`src/rtl/bhc_pkg.sv`:
```
package bhc_pkg;

    // Sequencer states of the handover controller.
    typedef enum logic [2:0] {
        ST_OWNED  = 3'd0,   // local side drives the bus
        ST_DRAIN  = 3'd1,   // waiting for the running local cycle to end
        ST_IDLE   = 3'd2,   // idle clocks ahead of the release
        ST_ACKWIN = 3'd3,   // minimum acknowledge window, bus floated
        ST_HELD   = 3'd4,   // acknowledge held while the request persists
        ST_RETURN = 3'd5    // acknowledge dropped, drivers still off
    } bhc_state_e;

    function automatic int bhc_max3(input int a, input int b, input int c);
        int m;
        m = a;
        if (b > m) m = b;
        if (c > m) m = c;
        return m;
    endfunction

endpackage

```
`src/rtl/bhc_dwell_cnt.sv`:
```
module bhc_dwell_cnt #(
    parameter int CNT_W = 2
) (
    input  logic             clk,
    input  logic             rst_n,
    input  logic             load,
    input  logic [CNT_W-1:0] load_val,
    input  logic             dec,
    output logic             zero
);

    logic [CNT_W-1:0] cnt_q;

    always_ff @(posedge clk) begin
        if (!rst_n) begin
            cnt_q <= '0;
        end else if (load) begin
            cnt_q <= load_val;
        end else if (dec && (cnt_q != '0)) begin
            cnt_q <= cnt_q - 1'b1;
        end
    end

    assign zero = (cnt_q == '0);

endmodule

```
`src/rtl/bhc_seq_fsm.sv`:
```
module bhc_seq_fsm
    import bhc_pkg::*;
#(
    parameter int IDLE_CLKS    = 2,
    parameter int ACK_MIN_CLKS = 2,
    parameter int CNT_W        = 2
) (
    input  logic             clk,
    input  logic             rst_n,
    input  logic             hold_req,
    input  logic             cyc_busy,
    input  logic             cnt_zero,
    output logic             cnt_load,
    output logic [CNT_W-1:0] cnt_val,
    output logic             cnt_dec,
    output logic             float_nxt,
    output logic             ack_q,
    output logic             block_o
);

    // Idle clocks spent in IDLE: all but the last, which is the first ACKWIN clock.
    localparam logic [CNT_W-1:0] IDLE_LOAD = CNT_W'(IDLE_CLKS - 2);
    localparam logic [CNT_W-1:0] ACK_LOAD  = CNT_W'(ACK_MIN_CLKS - 1);

    bhc_state_e state_q;
    bhc_state_e state_nxt;

    // State register.
    always_ff @(posedge clk) begin
        if (!rst_n) begin
            state_q <= ST_OWNED;
        end else begin
            state_q <= state_nxt;
        end
    end

    // Next-state and dwell-counter control.
    always_comb begin
        state_nxt = state_q;
        cnt_load  = 1'b0;
        cnt_val   = IDLE_LOAD;
        cnt_dec   = 1'b0;
        unique case (state_q)
            ST_OWNED: begin
                if (hold_req && cyc_busy) begin
                    state_nxt = ST_DRAIN;
                end else if (hold_req) begin
                    state_nxt = ST_IDLE;
                    cnt_load  = 1'b1;
                    cnt_val   = IDLE_LOAD;
                end
            end
            ST_DRAIN: begin
                if (!hold_req) begin
                    state_nxt = ST_OWNED;
                end else if (!cyc_busy) begin
                    state_nxt = ST_IDLE;
                    cnt_load  = 1'b1;
                    cnt_val   = IDLE_LOAD;
                end
            end
            ST_IDLE: begin
                if (!hold_req) begin
                    state_nxt = ST_OWNED;
                end else if (cnt_zero) begin
                    state_nxt = ST_ACKWIN;
                    cnt_load  = 1'b1;
                    cnt_val   = ACK_LOAD;
                end else begin
                    cnt_dec = 1'b1;
                end
            end
            ST_ACKWIN: begin
                if (cnt_zero) begin
                    state_nxt = hold_req ? ST_HELD : ST_RETURN;
                end else begin
                    cnt_dec = 1'b1;
                end
            end
            ST_HELD: begin
                if (!hold_req) begin
                    state_nxt = ST_RETURN;
                end
            end
            ST_RETURN: begin
                state_nxt = ST_OWNED;
            end
            default: begin
                state_nxt = ST_OWNED;
            end
        endcase
    end

    // Output register: acknowledge follows the state being entered.
    always_ff @(posedge clk) begin
        if (!rst_n) begin
            ack_q <= 1'b0;
        end else begin
            ack_q <= (state_nxt == ST_ACKWIN) || (state_nxt == ST_HELD);
        end
    end

    assign float_nxt = (state_nxt == ST_ACKWIN) || (state_nxt == ST_HELD)
                     || (state_nxt == ST_RETURN);

    // A pending request blocks a new T1 in the same clock it is seen.
    assign block_o = hold_req || (state_q != ST_OWNED);

    // a request sampled low before the window leaves no acknowledge behind.
    assert_cancel_no_ack_R10: assert property (@(posedge clk) disable iff (!rst_n)
        ((state_q == ST_DRAIN || state_q == ST_IDLE) && !hold_req) |=> (state_q == ST_OWNED) && !ack_q);

    // the sequencer leaves DRAIN only once the cycle is over or the request is gone.
    assert_drain_waits_R2: assert property (@(posedge clk) disable iff (!rst_n)
        (state_q == ST_DRAIN && cyc_busy && hold_req) |=> (state_q == ST_DRAIN));

endmodule

```
`src/rtl/bhc_oe_fanout.sv`:
```
module bhc_oe_fanout #(
    parameter int N_GRP = 5
) (
    input  logic             clk,
    input  logic             rst_n,
    input  logic             float_nxt,
    output logic [N_GRP-1:0] oe_o
);

    // One flop per bus group so each driver bank gets its own local enable.
    for (genvar g = 0; g < N_GRP; g++) begin : g_grp
        always_ff @(posedge clk) begin
            if (!rst_n) begin
                oe_o[g] <= 1'b1;
            end else begin
                oe_o[g] <= !float_nxt;
            end
        end
    end

endmodule

```
`src/rtl/bus_handover_ctrl.sv`:
```
module bus_handover_ctrl
    import bhc_pkg::*;
#(
    parameter int N_OE_GRP     = 5,
    parameter int IDLE_CLKS    = 2,
    parameter int ACK_MIN_CLKS = 2
) (
    input  logic                clk,
    input  logic                rst_n,
    input  logic                hold_req,
    input  logic                cyc_busy,
    output logic                start_block,
    output logic                hold_ack,
    output logic [N_OE_GRP-1:0] bus_oe
);

    localparam int CNT_MAX = bhc_max3(IDLE_CLKS - 2, ACK_MIN_CLKS - 1, 1);
    localparam int CNT_W   = $clog2(CNT_MAX + 1);

    logic             cnt_load;
    logic [CNT_W-1:0] cnt_val;
    logic             cnt_dec;
    logic             cnt_zero;
    logic             float_nxt;

    bhc_seq_fsm #(
        .IDLE_CLKS    (IDLE_CLKS),
        .ACK_MIN_CLKS (ACK_MIN_CLKS),
        .CNT_W        (CNT_W)
    ) u_fsm (
        .clk       (clk),
        .rst_n     (rst_n),
        .hold_req  (hold_req),
        .cyc_busy  (cyc_busy),
        .cnt_zero  (cnt_zero),
        .cnt_load  (cnt_load),
        .cnt_val   (cnt_val),
        .cnt_dec   (cnt_dec),
        .float_nxt (float_nxt),
        .ack_q     (hold_ack),
        .block_o   (start_block)
    );

    bhc_dwell_cnt #(
        .CNT_W (CNT_W)
    ) u_cnt (
        .clk      (clk),
        .rst_n    (rst_n),
        .load     (cnt_load),
        .load_val (cnt_val),
        .dec      (cnt_dec),
        .zero     (cnt_zero)
    );

    bhc_oe_fanout #(
        .N_GRP (N_OE_GRP)
    ) u_oe (
        .clk       (clk),
        .rst_n     (rst_n),
        .float_nxt (float_nxt),
        .oe_o      (bus_oe)
    );

    // no acknowledge and full drive while a local cycle is running.
    assert_busy_keeps_bus_R2: assert property (@(posedge clk) disable iff (!rst_n)
        cyc_busy |-> (!hold_ack && (bus_oe == '1)));

    // a visible request or an active grant always blocks new local cycles.
    assert_block_on_req_R3: assert property (@(posedge clk) disable iff (!rst_n)
        (hold_req || hold_ack) |-> start_block);

    // acknowledge rises only after two clocks with the bus idle.
    assert_two_idle_R4: assert property (@(posedge clk) disable iff (!rst_n)
        $rose(hold_ack) |-> (!$past(cyc_busy, 1) && !$past(cyc_busy, 2) && $past(start_block, 1)));

    // drivers are off whenever the acknowledge is given.
    assert_float_with_ack_R5: assert property (@(posedge clk) disable iff (!rst_n)
        hold_ack |-> (bus_oe == '0));

    // the acknowledge window is at least two clocks.
    assert_ack_min_R6: assert property (@(posedge clk) disable iff (!rst_n)
        $rose(hold_ack) |=> hold_ack);

    // acknowledge persists while the request is held.
    assert_ack_holds_R7: assert property (@(posedge clk) disable iff (!rst_n)
        (hold_ack && hold_req) |=> hold_ack);

    // after the window, a dropped request clears the acknowledge.
    assert_ack_release_R8: assert property (@(posedge clk) disable iff (!rst_n)
        (hold_ack && $past(hold_ack) && !hold_req) |=> !hold_ack);

    // drivers stay off in the clock the acknowledge falls, then come back.
    assert_oe_return_R9: assert property (@(posedge clk) disable iff (!rst_n)
        $fell(hold_ack) |-> ((bus_oe == '0) ##1 (bus_oe == '1)));

endmodule

```
`config.mk`:
```
export PLATFORM = sky130hd
export DESIGN_NAME = bus_handover_ctrl
export DESIGN_NICKNAME = d
export VERILOG_FILES = /design/src/rtl/bhc_pkg.sv /design/src/rtl/bhc_dwell_cnt.sv /design/src/rtl/bhc_seq_fsm.sv /design/src/rtl/bhc_oe_fanout.sv /design/src/rtl/bus_handover_ctrl.sv
export SDC_FILE = /design/constraint.sdc
export NUM_CORES = 1
export LEC_CHECK = 0
export ABC_CLOCK_PERIOD_IN_PS = 2100
export CORE_AREA = 2 2 39 41
export CTS_CLUSTER_DIAMETER = 200
export CTS_CLUSTER_SIZE = 10
export DETAILED_ROUTE_END_ITERATION = 6
export DIE_AREA = 0 0 41 43
export REMOVE_ABC_BUFFERS = 1
export SYNTH_ARGS = -nofsm -noshare
export SYNTH_HDL_FRONTEND = slang
export SYNTH_SLANG_ARGS = --single-unit
```
`constraint.sdc`:
```
create_clock -name clk -period 2.1 [get_ports clk]
set_input_delay 0.42 -clock clk [delete_from_list [all_inputs] [get_ports clk]]
set_output_delay 0.42 -clock clk [all_outputs]
set_load 0.05 [all_outputs]
```
Yosys cells after proc, flatten, opt, wreduce, memory -nomap -nowiden
Cells that the tools add are included.
Widths: inputs -> output; s select.
{ "word_totals": {"reg_bits": 6, "in_bits": 4, "output_inout_bits": 7, "word_cells": 44} }
{ "op_classes": {"add_sub_neg": 1, "eq_ne": 7, "mux": 23, "n_reduce_logical": 9} }
{ "ops": {"columns": ["op", "count"], "rows": [
  ["$mux 3", 8],
  ["$pmux 3 s5", 1],
  ["$mux 1", 12],
  ["$eq 3x2->1 const B", 3],
  ["$eq 3x3->1 const B", 3],
  ["$eq 3x1->1 const B", 1],
  ["$logic_not 3->1", 1],
  ["$logic_or 1x1->1", 3],
  ["$pmux 1 s3", 1],
  ["$reduce_bool 3->1", 1],
  ["$logic_and 1x1->1", 2],
  ["$pmux 1 s2", 1],
  ["$reduce_bool 2->1", 1],
  ["$logic_not 1->1", 1],
  ["$sub 1x1->1 const B", 1]
]} }

Longest topological paths before layout
{ "logic_depth": {"ltp_word": 7, "ltp_mapped": 5, "depth_no_buf": 4} }

Cells and area by module
A second synthesis with hierarchy kept.
{ "hier_totals": {"hier_cells": 49, "area_unflattened_um2": 406.6} }
{ "by_module_without_submodules": {"columns": ["module", "n_inst", "cells_each", "area_each_um2", "seq_area_each_um2"], "rows": [
  ["bhc_seq_fsm", 1, 38, 304.0, 80.1],
  ["bhc_oe_fanout", 1, 6, 53.8, 20.0],
  ["bhc_dwell_cnt", 1, 5, 48.8, 20.0]
]} }

Worst setup path after synthesis
No wires, ideal clock.
{ "synth_path": {"path_kind": "flip-flop to output port", "start": "reg u_oe.oe_o[4] (netlist name)", "end": "out bus_oe[1]", "arrival_time_ns": 0.954, "required_time_ns": 1.680, "setup_slack_ns": 0.726, "stages_incl_launch_ff": 2, "path_cell_list": "dfxtp_1 buf_4"} }
{ "synth_lines": {"columns": ["element", "line_no", "text"], "rows": [
  ["end, declared", "bus_handover_ctrl.sv:14", "output logic [N_OE_GRP-1:0] bus_oe"]
]} }

==> run summary <==
* Synthesis Warnings: 0
* number of hold violations in the final report: 0
* GR Util All Layers: 8.551%
* kind of critical path: flip-flop to output pin
* Mapped Avg Cell Area: 9.473 µm²
* Worst slew margin: 66.64%
* number of clock buffers inserted by TritonCTS: 3
* Post-Route M1 WL: 261 µm
* DRC Markers: 0
* max-slew violations: 0
* part of the Yosys area used for sequential elements: 36.23%
* largest net degree at the start of global routing: 8
* final setup vio count: 0
* # port buffers: 10
* # Max-Cap Violations: 0
* Seq cells post-synth: 6
* CP top delay family: buffers and inverters
* number of fillers in the final layout: 141
* total of hold buffers inserted after clock tree synthesis: 0
* minimum setup slack after placement: 0.09451 ns
* post-route ant nets: 0
* die boundary height: 43 µm
* area of the multi-input gates: 162.7 µm²
* path category of the worst min-delay check: flip-flop to flip-flop
* Slowest cell on crit path: sky130_fd_sc_hd__clkdlybuf4s50_1
* Crit path arrival time: 1.45 ns
* CP cell instances: clkdlybuf4s50_1
* Final min period: 1.867 ns
* transition at the pin with the smallest max-transition slack: 0.4989 ns
* fraction of the cycle the final worst path needs: 88.88%
* Congestion Overflow GR: 0
* initial detailed-routing violation count: 1
* synthesized instance count: 35
* wire length on met2: 246 µm
* setup slack of the critical path after layout: 0.2334 ns
* number of levels the H-tree was split into: 1
* result of the run: complete, no violations
* library cell used as clock root buffer: sky130_fd_sc_hd__clkbuf_4
* highest fanout seen on the critical path: 5
* routed wire length on met3: 53 µm
* net count reported at finish: 49
* static leakage power: 0.0001653 µW
* timing-limited maximum frequency: 535.7 MHz
* Clock Path Buffers: 2
* FF/Latch Area: 120.1 µm²
* CTS sink cnt: 6
* endpoint type of the worst setup path: output pin
* number of rows in the core area: 14
* clock input transition at the sequential cells of the worst setup and hold paths: 0.04 ns
* element type at the critical path start: flip-flop
* total number of vias: 264
* post-route total power: 324.2 µW
* library cells used by synthesis: 21
* final-layout setup total negative slack: 0 ns
* length of the first detailed-routing pass in iterations: 2
* Pwr Density: 732.0 nW/µm²
* number of antenna repair diodes: 0
* top library cells by usage in the layout, fill and taps aside: sky130_fd_sc_hd__clkdlybuf4s50_1, sky130_fd_sc_hd__dfxtp_1, sky130_fd_sc_hd__nor2_1
* highest ir drop seen on vdd: 0.0002553 V
* setup repair after global routing missed its margin: no
* Final GP Congestion: 0.6447
* fraction of layout cells with a size suffix above 1: 11.63%
* Worst Path Required: 1.68 ns
* most common library cell in the layout ignoring fill and taps: sky130_fd_sc_hd__clkdlybuf4s50_1
* Initial Utilization: 23.96%
* wire length of the first global-routing pass: 966 µm
* skew final: 0.002640 ns
* antenna violations before repair: 0
* per-cell routed wire length: 9.492 µm
* area of the mapped netlist: 331.6 µm²
* horizontal die dimension: 41 µm
* Syn-to-layout area delta: 33.58%
* die area: 1763 µm²
* CP bufs+invs: 1
* topmost layer with routed signal wires: met3
* num ports: 11
* detailed-route vias per instance: 4.475
* longest individual stage delay on the worst path: 0.83 ns
* insertion delay to the later sink of the worst-skew pair: 0.24 ns
* post-CTS resize count: 0
* final wirelength: 560 µm
* buffers inserted by post-CTS timing repair: 0
* core outline area: 1384 µm²
* vias in the first global route: 237
* CTS tree: yes
-- layer usage --
metal,GRT usage (%),vias to the layer above
met5,0,-
met4,8.000,0
met3,3.141,0
met2,11.25,10
met1,10.03,117
li1,-,137
-- cells in the mapped netlist --
cell / instances / area (µm²)
sky130_fd_sc_hd__xnor2_1: 1 / 8.760
sky130_fd_sc_hd__a2111oi_4: 1 / 27.53
sky130_fd_sc_hd__nor2_1: 4 / 15.01
sky130_fd_sc_hd__nor4b_1: 1 / 8.760
sky130_fd_sc_hd__a22oi_1: 1 / 7.510
sky130_fd_sc_hd__nand3b_1: 1 / 7.510
sky130_fd_sc_hd__a31oi_1: 1 / 6.260
sky130_fd_sc_hd__nand2_1: 1 / 3.750
sky130_fd_sc_hd__o21ai_1: 1 / 5.000
sky130_fd_sc_hd__mux2_1: 1 / 11.26
sky130_fd_sc_hd__buf_4: 4 / 30.03
sky130_fd_sc_hd__dfxtp_1: 6 / 120.1
sky130_fd_sc_hd__buf_6: 1 / 11.26
sky130_fd_sc_hd__inv_1: 2 / 7.510
sky130_fd_sc_hd__and2b_1: 1 / 7.510
sky130_fd_sc_hd__nor3b_1: 1 / 7.510
sky130_fd_sc_hd__mux2i_1: 1 / 10.01
sky130_fd_sc_hd__o31ai_1: 1 / 7.510
sky130_fd_sc_hd__and2_1: 1 / 6.260
sky130_fd_sc_hd__a21oi_1: 3 / 15.01
sky130_fd_sc_hd__or2b_1: 1 / 7.510
-- registers in the layout, indices dropped and copies added, names as in the netlist --
signal,count
u_fsm.state_q,3
u_cnt.cnt_q,1
u_fsm.ack_q,1
u_oe.oe_o,1
-- per-stage QoR --
| step | hold slack, ns | area [µm²] | std cells | util (%) |
|---|---|---|---|---|
| 3_3_place_gp | 0.5036 | 420.4 | 56 | 30.38 |
| 4_1_cts | 0.5107 | 442.9 | 59 | 32.01 |
| 3_5_place_dp | 0.5010 | 420.4 | 56 | 30.38 |
| 6_report | 0.5053 | 442.9 | 59 | 32.01 |
| 5_1_grt | 0.5419 | 442.9 | 59 | 32.01 |
| 2_1_floorplan | 0.4659 | 290.3 | 30 | - |
-- power breakdown --
group	total, µW	switching [µW]	internal, µW	leakage (µW)
Sequential	130	9.18	121	0.0000490
Combinational	91.7	53.0	38.7	0.000102
Clock	102	38.0	64.4	0.0000138
-- logic make-up after synthesis --
family                 count (synthesis)  synth area share, %
AND/OR/NAND/NOR                       11                19.25
multiplexers                           2                6.415
AO/OA/AOI/OAI                          8                20.76
flip-flops                             6                36.23
buffers and inverters                  7                14.72
XOR/XNOR                               1                2.642
-- final timing paths --
| path | from | end | slack [ns] | depth (start not counted) |
|---|---|---|---|---|
| hold / removal | u_cnt.cnt_q$_SDFFE_PN0P_ | u_cnt.cnt_q$_SDFFE_PN0P_ | 0.51 | 2 |
| setup / recovery | u_oe.oe_o[4]$_SDFF_PN1_ | bus_oe[1] | 0.23 | 1 |
| hold reg to reg | u_cnt.cnt_q$_SDFFE_PN0P_ | u_cnt.cnt_q$_SDFFE_PN0P_ | 0.51 | 2 |
| setup reg to reg | u_fsm.state_q[2]$_SDFF_PN0_ | u_fsm.ack_q$_SDFF_PN0_ | 0.63 | 4 |
-- final cells by class --
type / count / area share (%)
inverter: 2 / 1.695
multi-input combinational: 22 / 36.72
tap: 16 / 4.520
clock buffer: 3 / 5.085
timing repair buffer: 10 / 24.86
sequential: 6 / 27.12
No activity file was read; power rests on OpenSTA's default activity.
